### src/rtl/flash_pkg.sv
// Package: shared widths and types for the flash generator.
// Assumes: period fields are unsigned tick counts.
package flash_pkg;
    localparam int PERIOD_W = 13;
    typedef logic [PERIOD_W-1:0] period_t;
endpackage

### src/rtl/interval_timer.sv
// Module: interval_timer
// Counts tick strobes while enabled and flags the last tick of each interval.
// Assumes: tick is a single-cycle strobe; a zero period is treated as one.
module interval_timer #(
    parameter int PW = flash_pkg::PERIOD_W
) (
    input  logic          clk,
    input  logic          rst_n,
    input  logic          run,
    input  logic          tick,
    input  logic [PW-1:0] period,
    output logic          wrap
);
    localparam logic [PW-1:0] ONE = {{(PW-1){1'b0}}, 1'b1};

    logic [PW-1:0] cnt;
    logic [PW-1:0] limit;
    logic          at_end;

    // Clamp zero to one and form the terminal count.
    always_comb begin
        limit  = ((period == '0) ? ONE : period) - ONE;
        at_end = (cnt >= limit);
        wrap   = run && tick && at_end;
    end

    // Counter: held clear when idle, advances on ticks, restarts at interval end.
    always_ff @(posedge clk) begin
        if (!rst_n || !run) begin
            cnt <= '0;
        end else if (tick) begin
            cnt <= at_end ? '0 : cnt + ONE;
        end
    end


    hold_without_tick_chk: assert property (@(posedge clk) disable iff (!rst_n)
        run && !tick |=> $stable(cnt));


    idle_clear_chk: assert property (@(posedge clk) disable iff (!rst_n)
        !run |=> cnt == '0);
endmodule

### src/rtl/flash_phase.sv
// Module: flash_phase
// Holds the output phase of one lane: arms on start, toggles on interval end,
// strobes done when an off interval closes.
// Assumes: wrap comes from this lane's own interval timer.
module flash_phase (
    input  logic clk,
    input  logic rst_n,
    input  logic start,
    input  logic wrap,
    output logic armed,
    output logic led,
    output logic done
);
    // Phase register: idle, arm with output on, then toggle per interval.
    always_ff @(posedge clk) begin
        if (!rst_n || !start) begin
            armed <= 1'b0;
            led   <= 1'b0;
            done  <= 1'b0;
        end else if (!armed) begin
            armed <= 1'b1;
            led   <= 1'b1;
            done  <= 1'b0;
        end else if (wrap) begin
            led   <= ~led;
            done  <= ~led;
        end else begin
            done  <= 1'b0;
        end
    end


    stop_dark_chk: assert property (@(posedge clk) disable iff (!rst_n)
        !start |=> !led && !done);


    done_single_chk: assert property (@(posedge clk) disable iff (!rst_n)
        done |=> !done);


    done_with_on_chk: assert property (@(posedge clk) disable iff (!rst_n)
        done |-> led);


    led_hold_chk: assert property (@(posedge clk) disable iff (!rst_n)
        start && armed && !wrap |=> $stable(led));
endmodule

### src/rtl/flash_lane.sv
// Module: flash_lane
// One independent flashing lane: its own timer plus its own phase register.
// Assumes: nothing is shared with other lanes except clock, reset and tick.
module flash_lane #(
    parameter int PW = flash_pkg::PERIOD_W
) (
    input  logic          clk,
    input  logic          rst_n,
    input  logic          start,
    input  logic          tick,
    input  logic [PW-1:0] period,
    output logic          led,
    output logic          done
);
    logic armed;
    logic wrap;
    logic run;

    // Timer only runs once the lane has armed and while start holds.
    always_comb run = start && armed;

    interval_timer #(.PW(PW)) timer_u (
        .clk    (clk),
        .rst_n  (rst_n),
        .run    (run),
        .tick   (tick),
        .period (period),
        .wrap   (wrap)
    );

    flash_phase phase_u (
        .clk   (clk),
        .rst_n (rst_n),
        .start (start),
        .wrap  (wrap),
        .armed (armed),
        .led   (led),
        .done  (done)
    );
endmodule

### src/rtl/flash_array.sv
// Module: flash_array
// Top level: LANES independent flashing lanes sharing only clock, reset and tick.
// Assumes: period lane i sits at bits [i*PW +: PW].
module flash_array #(
    parameter int LANES = 4,
    parameter int PW    = flash_pkg::PERIOD_W
) (
    input  logic                clk,
    input  logic                rst_n,
    input  logic [LANES-1:0]    start,
    input  logic                tick,
    input  logic [LANES*PW-1:0] period,
    output logic [LANES-1:0]    led,
    output logic [LANES-1:0]    done
);
    // One lane per generate iteration; R8 independence by construction of ownership.
    for (genvar i = 0; i < LANES; i++) begin : g_lane
        flash_lane #(.PW(PW)) lane_u (
            .clk    (clk),
            .rst_n  (rst_n),
            .start  (start[i]),
            .tick   (tick),
            .period (period[i*PW +: PW]),
            .led    (led[i]),
            .done   (done[i])
        );
    end


    reset_quiet_chk: assert property (@(posedge clk)
        !rst_n |=> led == '0 && done == '0);
endmodule

### config.mk
export PLATFORM = sky130hd
export DESIGN_NAME = flash_array
export DESIGN_NICKNAME = d
export VERILOG_FILES = /design/src/rtl/flash_pkg.sv /design/src/rtl/interval_timer.sv /design/src/rtl/flash_phase.sv /design/src/rtl/flash_lane.sv /design/src/rtl/flash_array.sv
export SDC_FILE = /design/constraint.sdc
export NUM_CORES = 1
export LEC_CHECK = 0
export BUFFER_PORTS_ARGS = -buffer_cell sky130_fd_sc_hd__buf_2
export CORE_UTILIZATION = 40
export DETAILED_ROUTE_END_ITERATION = 8
export GPL_TIMING_DRIVEN = 1
export PLACE_DENSITY = 0.59
export SLEW_MARGIN = 25
export SYNTH_ARGS = -nofsm -noshare
export SYNTH_HDL_FRONTEND = slang
export SYNTH_HIERARCHICAL = 1
export SYNTH_SLANG_ARGS = --single-unit
### constraint.sdc
create_clock -name clk -period 10.8 [get_ports clk]
set_input_delay 1.62 -clock clk [delete_from_list [all_inputs] [get_ports clk]]
set_output_delay 1.62 -clock clk [all_outputs]
set_load 0.005 [all_outputs]
==> results of run 1 <==
-- registers in the layout, summed over array words and instances (netlist names) --
signal                       count
g_lane.lane_u/phase_u/led        4
g_lane.lane_u/phase_u/armed      4
g_lane.lane_u/phase_u/done       4
g_lane.lane_u/timer_u/cnt       52
-- final cells by class --
type	instances	area (um2)
sequential	64	1280
clock buffer	11	243
fill	1126	5970
inverter	16	60.1
multi-input combinational	496	3450
timing repair buffer	67	338
tap	143	179
clock inverter	3	43.8
-- synthesized netlist by cell type, drive strengths merged --
| master | n |
|---|---|
| nand3 | 16 |
| nor2 | 76 |
| nor2b | 16 |
| or4 | 16 |
| xor2 | 32 |
| and4 | 4 |
| nand4b | 4 |
| o211ai | 4 |
| o21ai | 4 |
| a21oi | 44 |
| and2 | 8 |
| nand4 | 24 |
| o211a | 4 |
| a21o | 4 |
| nor3 | 12 |
| or3b | 4 |
| nor4 | 8 |
| nand2 | 44 |
| a31oi | 8 |
| xnor2 | 48 |
| inv | 16 |
| and3 | 12 |
| a211oi | 8 |
| nand2b | 16 |
| a21boi | 4 |
| clkbuf | 8 |
| a2111oi | 4 |
| or3 | 12 |
| dfxtp | 64 |
| ha | 60 |
-- power by group --
group	switching, uW	internal (uW)
logic	34.5	28.4
clock network	98.3	182
registers	1.78	238
total	135	449
-- worst reg2reg max path: cells and delay by family (launching register included) --
family          cells  cell delay [ps]
simple gates        2              220
fa+ha+maj           1              330
xor+xnor            1              130
compound gates      4             1130
flops               1              330
-- metrics by stage --
stage	hold slack (ps)	instances	setup slack (ps)	instance area, um2
2_1_floorplan	421	584	6010	4820
3_3_place_gp	430	786	5470	5310
3_5_place_dp	438	786	5440	5310
4_1_cts	445	800	5780	5600
5_1_grt	456	800	5500	5600
6_report	443	800	5740	5600
-- cells by family (layout without fill, tap and decap cells) --
logic type / Yosys count / count (layout) / share of synthesized area, %
fa+ha+maj: 60 / 60 / 15.6
xor+xnor: 80 / 80 / 14.5
simple gates: 272 / 272 / 29.8
flops: 64 / 64 / 26.6
compound gates: 84 / 84 / 11.7
buf+inv: 24 / 97 / 1.87
-- path summary, 6_finish.rpt --
check                                    from                      endpoint  slack (ps)  cells after the start
min reg2reg    g_lane[0].lane_u/phase_u/armed  g_lane[0].lane_u/phase_u/led         440                      1
min            g_lane[0].lane_u/phase_u/armed  g_lane[0].lane_u/phase_u/led         440                      1
max                                period[34]  g_lane[2].lane_u/phase_u/led        5740                     17
max reg2reg  g_lane[2].lane_u/timer_u/cnt[10]  g_lane[2].lane_u/phase_u/led        8550                      8
-- routing by layer --
metal	track usage [%]	vias to the layer above
li1	-	2240
met1	22.1	1997
met2	30.3	61
met3	3.27	10
met4	6.76	0
met5	0	-
==> flow_summary_export.csv, run 1 <==
group,metric,value,unit
critical_path,critical_path.max_fanout,5,
clock_tree,numCtsBuffers,9,
routing,dr.pass1.iters,8,
global_route,grt_start_max_net_pins,49,
synthesis,synth_largest_area_cell,"dfxtp_1",
synthesis,synth_area_leaders,"dfxtp_1 (27%), ha_1 (16%), xnor2_1 (8.7%)",
floorplanning,io_pins,67,
timing,finalSetupViolCount,0,
synthesis,yosysWarningCount,6,
clock_tree,cts_hold_buffers,0,
synthesis,synth_cells,584,
timing,grt_setup_unrepaired,"no",
timing,fin_crit,5060,ps
critical_path,critPathBufInv,1,
floorplanning,fp-row-count,39,
global_route,grt_pass1_wl,18200,um
routing,wl_per_cell,13.3,um
routing,vias_per_cell,5.39,
critical_path,crit_family,"simple AND/OR/NAND/NOR gates",
critical_path,endpoint_kind,"flop",
routing,initialDrtViolationCount,186,
routing,top_layer_used,"met4",
clock_tree,htreeDepth,3,
clock_tree,cts.repair.resized,0,
layout,drive_above_1_share,14.6,%
timing,hold_viol_final,0,
synthesis,synth_area,0.00482,mm2
synthesis,avgSynthCellArea,8.26,um2
routing,wl_met3,290,um
layout,final_cell_mix,"nor2_1 (76), buf_2 (66), dfxtp_1 (64)",
floorplanning,initial_utilization,41.7,%
timing,fmax,198,MHz
floorplanning,core-area,0.0116,mm2
timing,worst_slew_pin_slew,688,ps
clock_tree,cts_buffer_depth,2,
synthesis,syn_nets,703,
placement,gp_congestion,0.814,
pwr,p_leak,0.00232,uW
global_route,grt_pass1_vias,4137,
timing,slew_violations,0,
floorplanning,die_y,112,um
routing,met2WireLength,5010,um
routing,ant_nets,0,
floorplanning,die_w,112,um
critical_path,cp_cell_sequence,"buf_2, or3_1, or3_1, nor2_1, a31oi_1, ha_1, nand2_1, nor4_1, xnor2_1, ha_1, a21oi_1, nor2_1, a2111oi_2, nand2_1, o211a_1, xnor2_1, a21oi_1",
status,outcome,"finished with violations",
global_route,antenna_found_initial,0,
pwr,powerDensity,104,mW/mm2
global_route,gr-total-overflow,0,
synthesis,yosysTopAreaCellShare,26.6,%
global_route,grt_usage,17.7,%
layout,syn2layout_area_growth,16.0,%
synthesis,synth.ff_latch_count,64,
routing,wl_met1,5210,um
critical_path,slowest_stage,"a2111oi_2",
clock_tree,clkSinkCount,64,
critical_path,cpPeakStageDelay,610,ps
timing,finalClockSkew,6.87,ps
clock_tree,cts_setup_buffers,0,
routing,routed_wl,10600,um
layout,final_common_cell,"nor2_1",
pwr,total_power,583,uW
critical_path,crit_required,11020,ps
timing,fin_crit_sh,46.8,%
routing,via_count,4308,
clock_tree,cts_tree,"built",
critical_path,crit_arrival,5280,ps
hold_path,hp-class,"flop to flop",
critical_path,crit_type,"input port to flop",
synthesis,ys_types,33,
placement,hpwl,8640,um
layout,n_antenna_cell,0,
timing,slew_headroom,54.0,%
clock_tree,cts_root_buf,"clkbuf_16",
pwr,ir_drop,0.0000512,V
clock_tree,clk_pin_slew,50,ps
clock_tree,insertion_delay,330,ps
layout,finalNetCount,773,
routing,drc,4,
placement,io_buffers,66,
layout,post-route-util,48.4,%
floorplanning,die_area,0.0125,mm2
status,failed_checks,"DRC",
timing,tns,0,ps
synthesis,ys_seq_area_share,26.6,%
critical_path,cp-start-kind,"input port",
job,maxCapViolations,0,
(Power assumes the default switching activity.)
==> inputs of run 2 (changes only) <==
clock period = 5.1 ns   (was 10.8 ns; I/O delays follow)
==> run 2 against run 1 <==
  * The run still ends with DRC left
  * Non-clock buffer count rose by 1
  * Hold slack improved by 8.9 ps
  * Largest power group unchanged
  * Largest cell class unchanged
  * Critical endpoint is now g_lane[3].lane_u/timer_u/cnt[3]
  * First-iteration DRC count fell by 19%
  * Critical path type unchanged
==> flow_summary_export.csv, run 2 (same netlist as run 1, synthesis figures left out) <==
group,metric,value,unit
status,outcome,"finished with violations",
status,failed_checks,"DRC",
pwr,p_leak,0.00233,uW
layout,drive_above_1_share,15.2,%
clock_tree,cts_hold_buffers,0,
clock_tree,cts_buffer_depth,2,
layout,largest_register,"g_lane.lane_u/timer_u/cnt",
pwr,ir_drop,0.000155,V
routing,wl_per_cell,13.5,um
critical_path,endpoint_kind,"flop",
layout,syn2layout_area_growth,16.9,%
timing,whs,452,ps
global_route,grt_pass1_wl,18500,um
clock_tree,cts_setup_buffers,0,
routing,via_count,4314,
global_route,grt_start_max_net_pins,30,
clock_tree,htreeDepth,3,
routing,drc,4,
critical_path,ff2ff_path_depth,8,
floorplanning,fp-row-count,39,
critical_path,crit_required,5310,ps
pwr,powerDensity,231,mW/mm2
routing,dr.pass1.iters,6,
layout,largest_reg_flops,52,
clock_tree,cts_tree,"built",
placement,hpwl,8580,um
critical_path,critical_path.max_fanout,9,
timing,fin_crit_sh,82.8,%
critical_path,critPathBufInv,1,
layout,final_common_cell,"nor2_1",
placement,io_buffers,66,
layout,post-route-util,48.8,%
routing,vias_per_cell,5.37,
pwr,total_power,1300,uW
critical_path,cp_cell_sequence,"buf_2, or3_1, or3_1, nor2_1, a31oi_1, ha_1, nand2_1, nor4_1, xnor2_1, ha_1, nand4_1, or4_1, a31oi_2, nor2_1",
layout,final_cell_mix,"nor2_1 (76), buf_2 (66), dfxtp_1 (64)",
timing,fin_crit,4220,ps
global_route,gr-total-overflow,0,
layout,fillers,1143,
timing,finalClockSkew,9.39,ps
clock_tree,clk_pin_slew,60,ps
routing,initialDrtViolationCount,150,
critical_path,cpPeakStageDelay,670,ps
clock_tree,insertion_delay,340,ps
timing,tns,0,ps
critical_path,crit_family,"simple AND/OR/NAND/NOR gates",
hold_path,hp-class,"flop to flop",
floorplanning,io_pins,67,
routing,ant_nets,0,
timing,finalSetupViolCount,0,
global_route,antenna_found_initial,0,
routing,routed_wl,10900,um
clock_tree,cts.repair.resized,0,
clock_tree,clkSinkCount,64,
timing,grt_setup_unrepaired,"no",
timing,worst_slew_pin_slew,674,ps
floorplanning,core-area,0.0116,mm2
critical_path,slowest_stage,"or4_1",
job,maxCapViolations,0,
timing,hold_viol_final,0,
floorplanning,die_y,112,um
floorplanning,die_w,112,um
global_route,grt_pass1_vias,4022,
floorplanning,die_area,0.0125,mm2
global_route,grt_usage,18.1,%
layout,n_antenna_cell,0,
critical_path,cp-start-kind,"input port",
timing,fmax,237,MHz
clock_tree,cts_root_buf,"clkbuf_16",
placement,gp_congestion,0.826,
critical_path,crit_arrival,4430,ps
critical_path,crit_type,"input port to flop",
critical_path,critical_path_depth,14,
floorplanning,initial_utilization,41.7,%
layout,finalNetCount,774,
clock_tree,numCtsBuffers,9,
timing,slew_headroom,55.0,%
hold_path,hold_depth,1,
timing,slew_violations,0,
-- run 2: path summary, 6_finish.rpt --
path | slack (ps) | from | to
min | 450 | g_lane[2].lane_u/phase_u/armed | g_lane[2].lane_u/phase_u/led
min reg2reg | 450 | g_lane[2].lane_u/phase_u/armed | g_lane[2].lane_u/phase_u/led
max | 880 | period[47] | g_lane[3].lane_u/timer_u/cnt[3]
max reg2reg | 2870 | g_lane[3].lane_u/timer_u/cnt[10] | g_lane[3].lane_u/phase_u/led
-- run 2: power by group --
| part | internal [uW] | switching [uW] |
|---|---|---|
| registers | 504 | 3.77 |
| logic | 59.9 | 73.0 |
| clock network | 427 | 235 |
-- run 2: metal layers --
layer / part of all wire, % / vias up / GRT usage, %
li1: - / 2243 / -
met1: 49 / 1989 / 23.6
met2: 46 / 73 / 29.8
met3: 3.4 / 9 / 4.08
met4: 1.4 / 0 / 5.68
met5: 0 / - / 0
-- run 2: final cells by class --
| class | instances | area [um2] | share of cell area (%) |
|---|---|---|---|
| Timing Repair Buffer | 68 | 345 | 6.13 |
| Multi-Input combinational cell | 496 | 3450 | 61.3 |
| Sequential cell | 64 | 1280 | 22.7 |
| Inverter | 16 | 60.1 | 1.07 |
| Clock buffer | 9 | 225 | 3.99 |
| Clock inverter | 7 | 93.8 | 1.66 |
| Tap cell | 143 | 179 | 3.17 |
-- run 2: per-stage QoR --
step | area [um2] | setup WS [ps] | instances
after global placement | 5320 | 597 | 787
after global routing | 5640 | 580 | 803
after CTS | 5640 | 838 | 803
after floorplan | 4820 | 1160 | 584
final | 5640 | 878 | 803
after detailed placement | 5320 | 490 | 787
==> inputs of run 3 (changes only) <==
ABC_AREA = 1   (was unset)
clock period = 3.9 ns   (was 5.1 ns; I/O delays follow)
==> run 3 against run 2 <==
  * The run now ends clean
  * Register-to-register slack lost 730 ps
  * Final area grew 9.8%
  * Clock power grew 15%
  * Largest power group unchanged
  * Worst setup slack lost 160 ps
  * Non-clock buffer count shrank 2
==> flow_summary_export.csv, run 3 <==
group,metric,value,unit
layout,largest_register,"g_lane.lane_u/timer_u/cnt",
timing,tns,0,ps
hold_path,hold_depth,2,
routing,initialDrtViolationCount,192,
global_route,grt_pass1_wl,19100,um
critical_path,crit_path_frequent_cell,"nand2_1",
timing,finalClockSkew,4.53,ps
synthesis,yosysMostFrequentCell,"nand2_1",
timing,whs,484,ps
placement,io_buffers,66,
synthesis,ys_seq_area_share,23.5,%
critical_path,crit_required,4170,ps
layout,syn2layout_area_growth,13.7,%
pwr,ir_drop,0.000179,V
clock_tree,cts_setup_buffers,0,
routing,ant_nets,0,
synthesis,synth_ff_type,"dfxtp_1",
hold_path,holdPathEnd,"g_lane[1].lane_u/phase_u/done",
critical_path,rr_endpoint,"g_lane[3].lane_u/phase_u/led",
layout,final_cell_mix,"nand2_1 (192), nor2_1 (128), inv_1 (100)",
synthesis,synth_common_cells,"nand2_1 (192), nor2_1 (128), inv_1 (100)",
synthesis,synth-edff-count,0,
timing,grt_setup_unrepaired,"no",
layout,largest_reg_flops,52,
routing,via_count,4793,
timing,fin_crit_sh,81.6,%
global_route,antenna_found_initial,0,
layout,n_antenna_cell,0,
clock_tree,clk_pin_slew,50,ps
global_route,grt_start_max_net_pins,25,
critical_path,crit-reg2reg-launch,"g_lane[3].lane_u/timer_u/cnt[0]",
critical_path,r2r_slack,2140,ps
layout,final_common_cell,"nand2_1",
status,outcome,"finished, final reports clean",
routing,vias_per_cell,4.56,
layout,post-route-util,46.8,%
clock_tree,cts_buffer_depth,2,
pwr,p_leak,0.00278,uW
floorplanning,die_w,119,um
clock_tree,insertion_delay,330,ps
routing,dr.pass1.iters,4,
global_route,grt_pass1_vias,4452,
critical_path,cp_cell_sequence,"buf_2, nor2_1, nand2_1, nor2_1, a31oi_1, ha_1, nand2_1, nor2_1, nand3_1, xor2_1, ha_1, nand2_1, nor2_1, and2_1, nand2_1, nand3_1, nand2_1, nor2_1, inv_1, nand2_1, nand2_1, a21oi_2",
floorplanning,core-area,0.0132,mm2
synthesis,synthArstFlopShare,0,%
timing,finalSetupViolCount,0,
critical_path,crit_type,"input port to flop",
routing,routed_wl,10500,um
synthesis,yosysTopAreaCellShare,23.5,%
critical_path,cpPeakStageDelay,330,ps
synthesis,synth_area_leaders,"dfxtp_1 (24%), ha_1 (14%), nand2_1 (13%)",
layout,drive_above_1_share,16.9,%
placement,gp_congestion,0.865,
global_route,grt_usage,16.3,%
critical_path,cp-start-kind,"input port",
job,maxCapViolations,0,
pwr,powerDensity,263,mW/mm2
critical_path,ff2ff_path_depth,14,
synthesis,yosysWarningCount,6,
timing,worst_slew_pin_slew,752,ps
routing,drc,0,
hold_path,holdCritStartpoint,"g_lane[1].lane_u/phase_u/armed",
synthesis,synth_cells,800,
timing,fmax,314,MHz
critical_path,endpoint_kind,"flop",
floorplanning,io_pins,67,
floorplanning,fp-row-count,42,
timing,hold_viol_final,0,
synthesis,synth.ff_latch_count,64,
timing,slew_violations,0,
floorplanning,initial_utilization,41.1,%
critical_path,slowest_stage,"a31oi_1",
clock_tree,clkSinkCount,64,
synthesis,avgSynthCellArea,6.81,um2
synthesis,ys_types,27,
clock_tree,numCtsBuffers,9,
floorplanning,die_area,0.0141,mm2
critical_path,crit_arrival,3450,ps
hold_path,hp-class,"flop to flop",
global_route,gr-total-overflow,0,
timing,slew_headroom,49.9,%
synthesis,synth_area,0.00545,mm2
clock_tree,cts_hold_buffers,0,
timing,fin_crit,3180,ps
pwr,total_power,1630,uW
placement,hpwl,8660,um
clock_tree,cts_tree,"built",
clock_tree,cts_root_buf,"clkbuf_16",
synthesis,syn_nets,919,
clock_tree,htreeDepth,3,
routing,wl_per_cell,10.0,um
floorplanning,die_y,119,um
placement,dp.cells,1034,
layout,finalNetCount,988,
critical_path,critical_path.max_fanout,4,
layout,fin_cells,1050,
clock_tree,cts.repair.resized,0,
synthesis,synth_largest_area_cell,"dfxtp_1",
run 3: changes by cell type after synthesis, moves of 16 or more:
| cell | delta |
|---|---|
| a21oi_1 | -28 |
| inv_1 | +84 |
| nand2_1 | +148 |
| nand2b_1 | -16 |
| nand3_1 | +28 |
| nand4_1 | -16 |
| nor2_1 | +52 |
| nor2_2 | +28 |
| nor2b_1 | -16 |
| xnor2_1 | -32 |
| xor2_1 | +24 |
run 3: metal layers:
layer  vias to the layer above  wire length (um)  GRT usage, %
met5                         -                 0             0
met4                         0               129          4.27
met3                         9               300          3.57
met2                        57              4740          27.6
met1                      2076              5360          20.9
li1                       2651                 -             -
run 3: cell type report:
type                    instances  area [um2]
fillers                      1394        7050
clock inverters                 2        12.5
repair buffers                 66         330
flip-flops and latches         64        1280
multi-input cells             624        3680
clock buffers                  14         274
well taps                     176         220
inverters                     104         390
run 3: how the worst max path moves through the flow:
stage                         start  depth (start not counted)                            to
after floorplan           period[4]                         21  g_lane[0].lane_u/phase_u/led
after global placement    period[4]                         22  g_lane[0].lane_u/phase_u/led
after detailed placement  period[4]                         22  g_lane[0].lane_u/phase_u/led
after CTS                 period[4]                         22  g_lane[0].lane_u/phase_u/led
after global routing      period[4]                         22  g_lane[0].lane_u/phase_u/led
final                     period[4]                         22  g_lane[0].lane_u/phase_u/led
run 3: where the power goes:
part / switching [uW] / internal, uW
Clock: 277 / 481
Combinational: 122 / 79.5
Sequential: 5.81 / 660
Total: 405 / 1220
run 3: cell families (layout without fill, tap and decap cells):
kind of cell               after synthesis  count (layout)  synth area share, %
AOI/OAI and AO/OA                       40              40                 4.32
xor gates and xnor gates                72              72                 11.6
adders and majority gates               60              60                 13.8
buffers and inverters                  112             186                 8.82
DFF                                     64              64                 23.5
muxes                                    4               4                0.735
and+or+nand+nor                        448             448                 37.2
run 3: critical path: cells and delay by family:
kind | cells | cell delay, ps
adders and majority gates | 2 | 590
xor gates and xnor gates | 1 | 160
and+or+nand+nor | 15 | 1510
buffers and inverters | 2 | 180
AOI/OAI and AO/OA | 2 | 430
run 3: through the flow:
| stage | setup slack, ps | area [um2] |
|---|---|---|
| after detailed placement | 351 | 5910 |
| after global routing | 291 | 6190 |
| after CTS | 693 | 6190 |
| after floorplan | 976 | 5450 |
| final | 718 | 6190 |
| after global placement | 359 | 5910 |
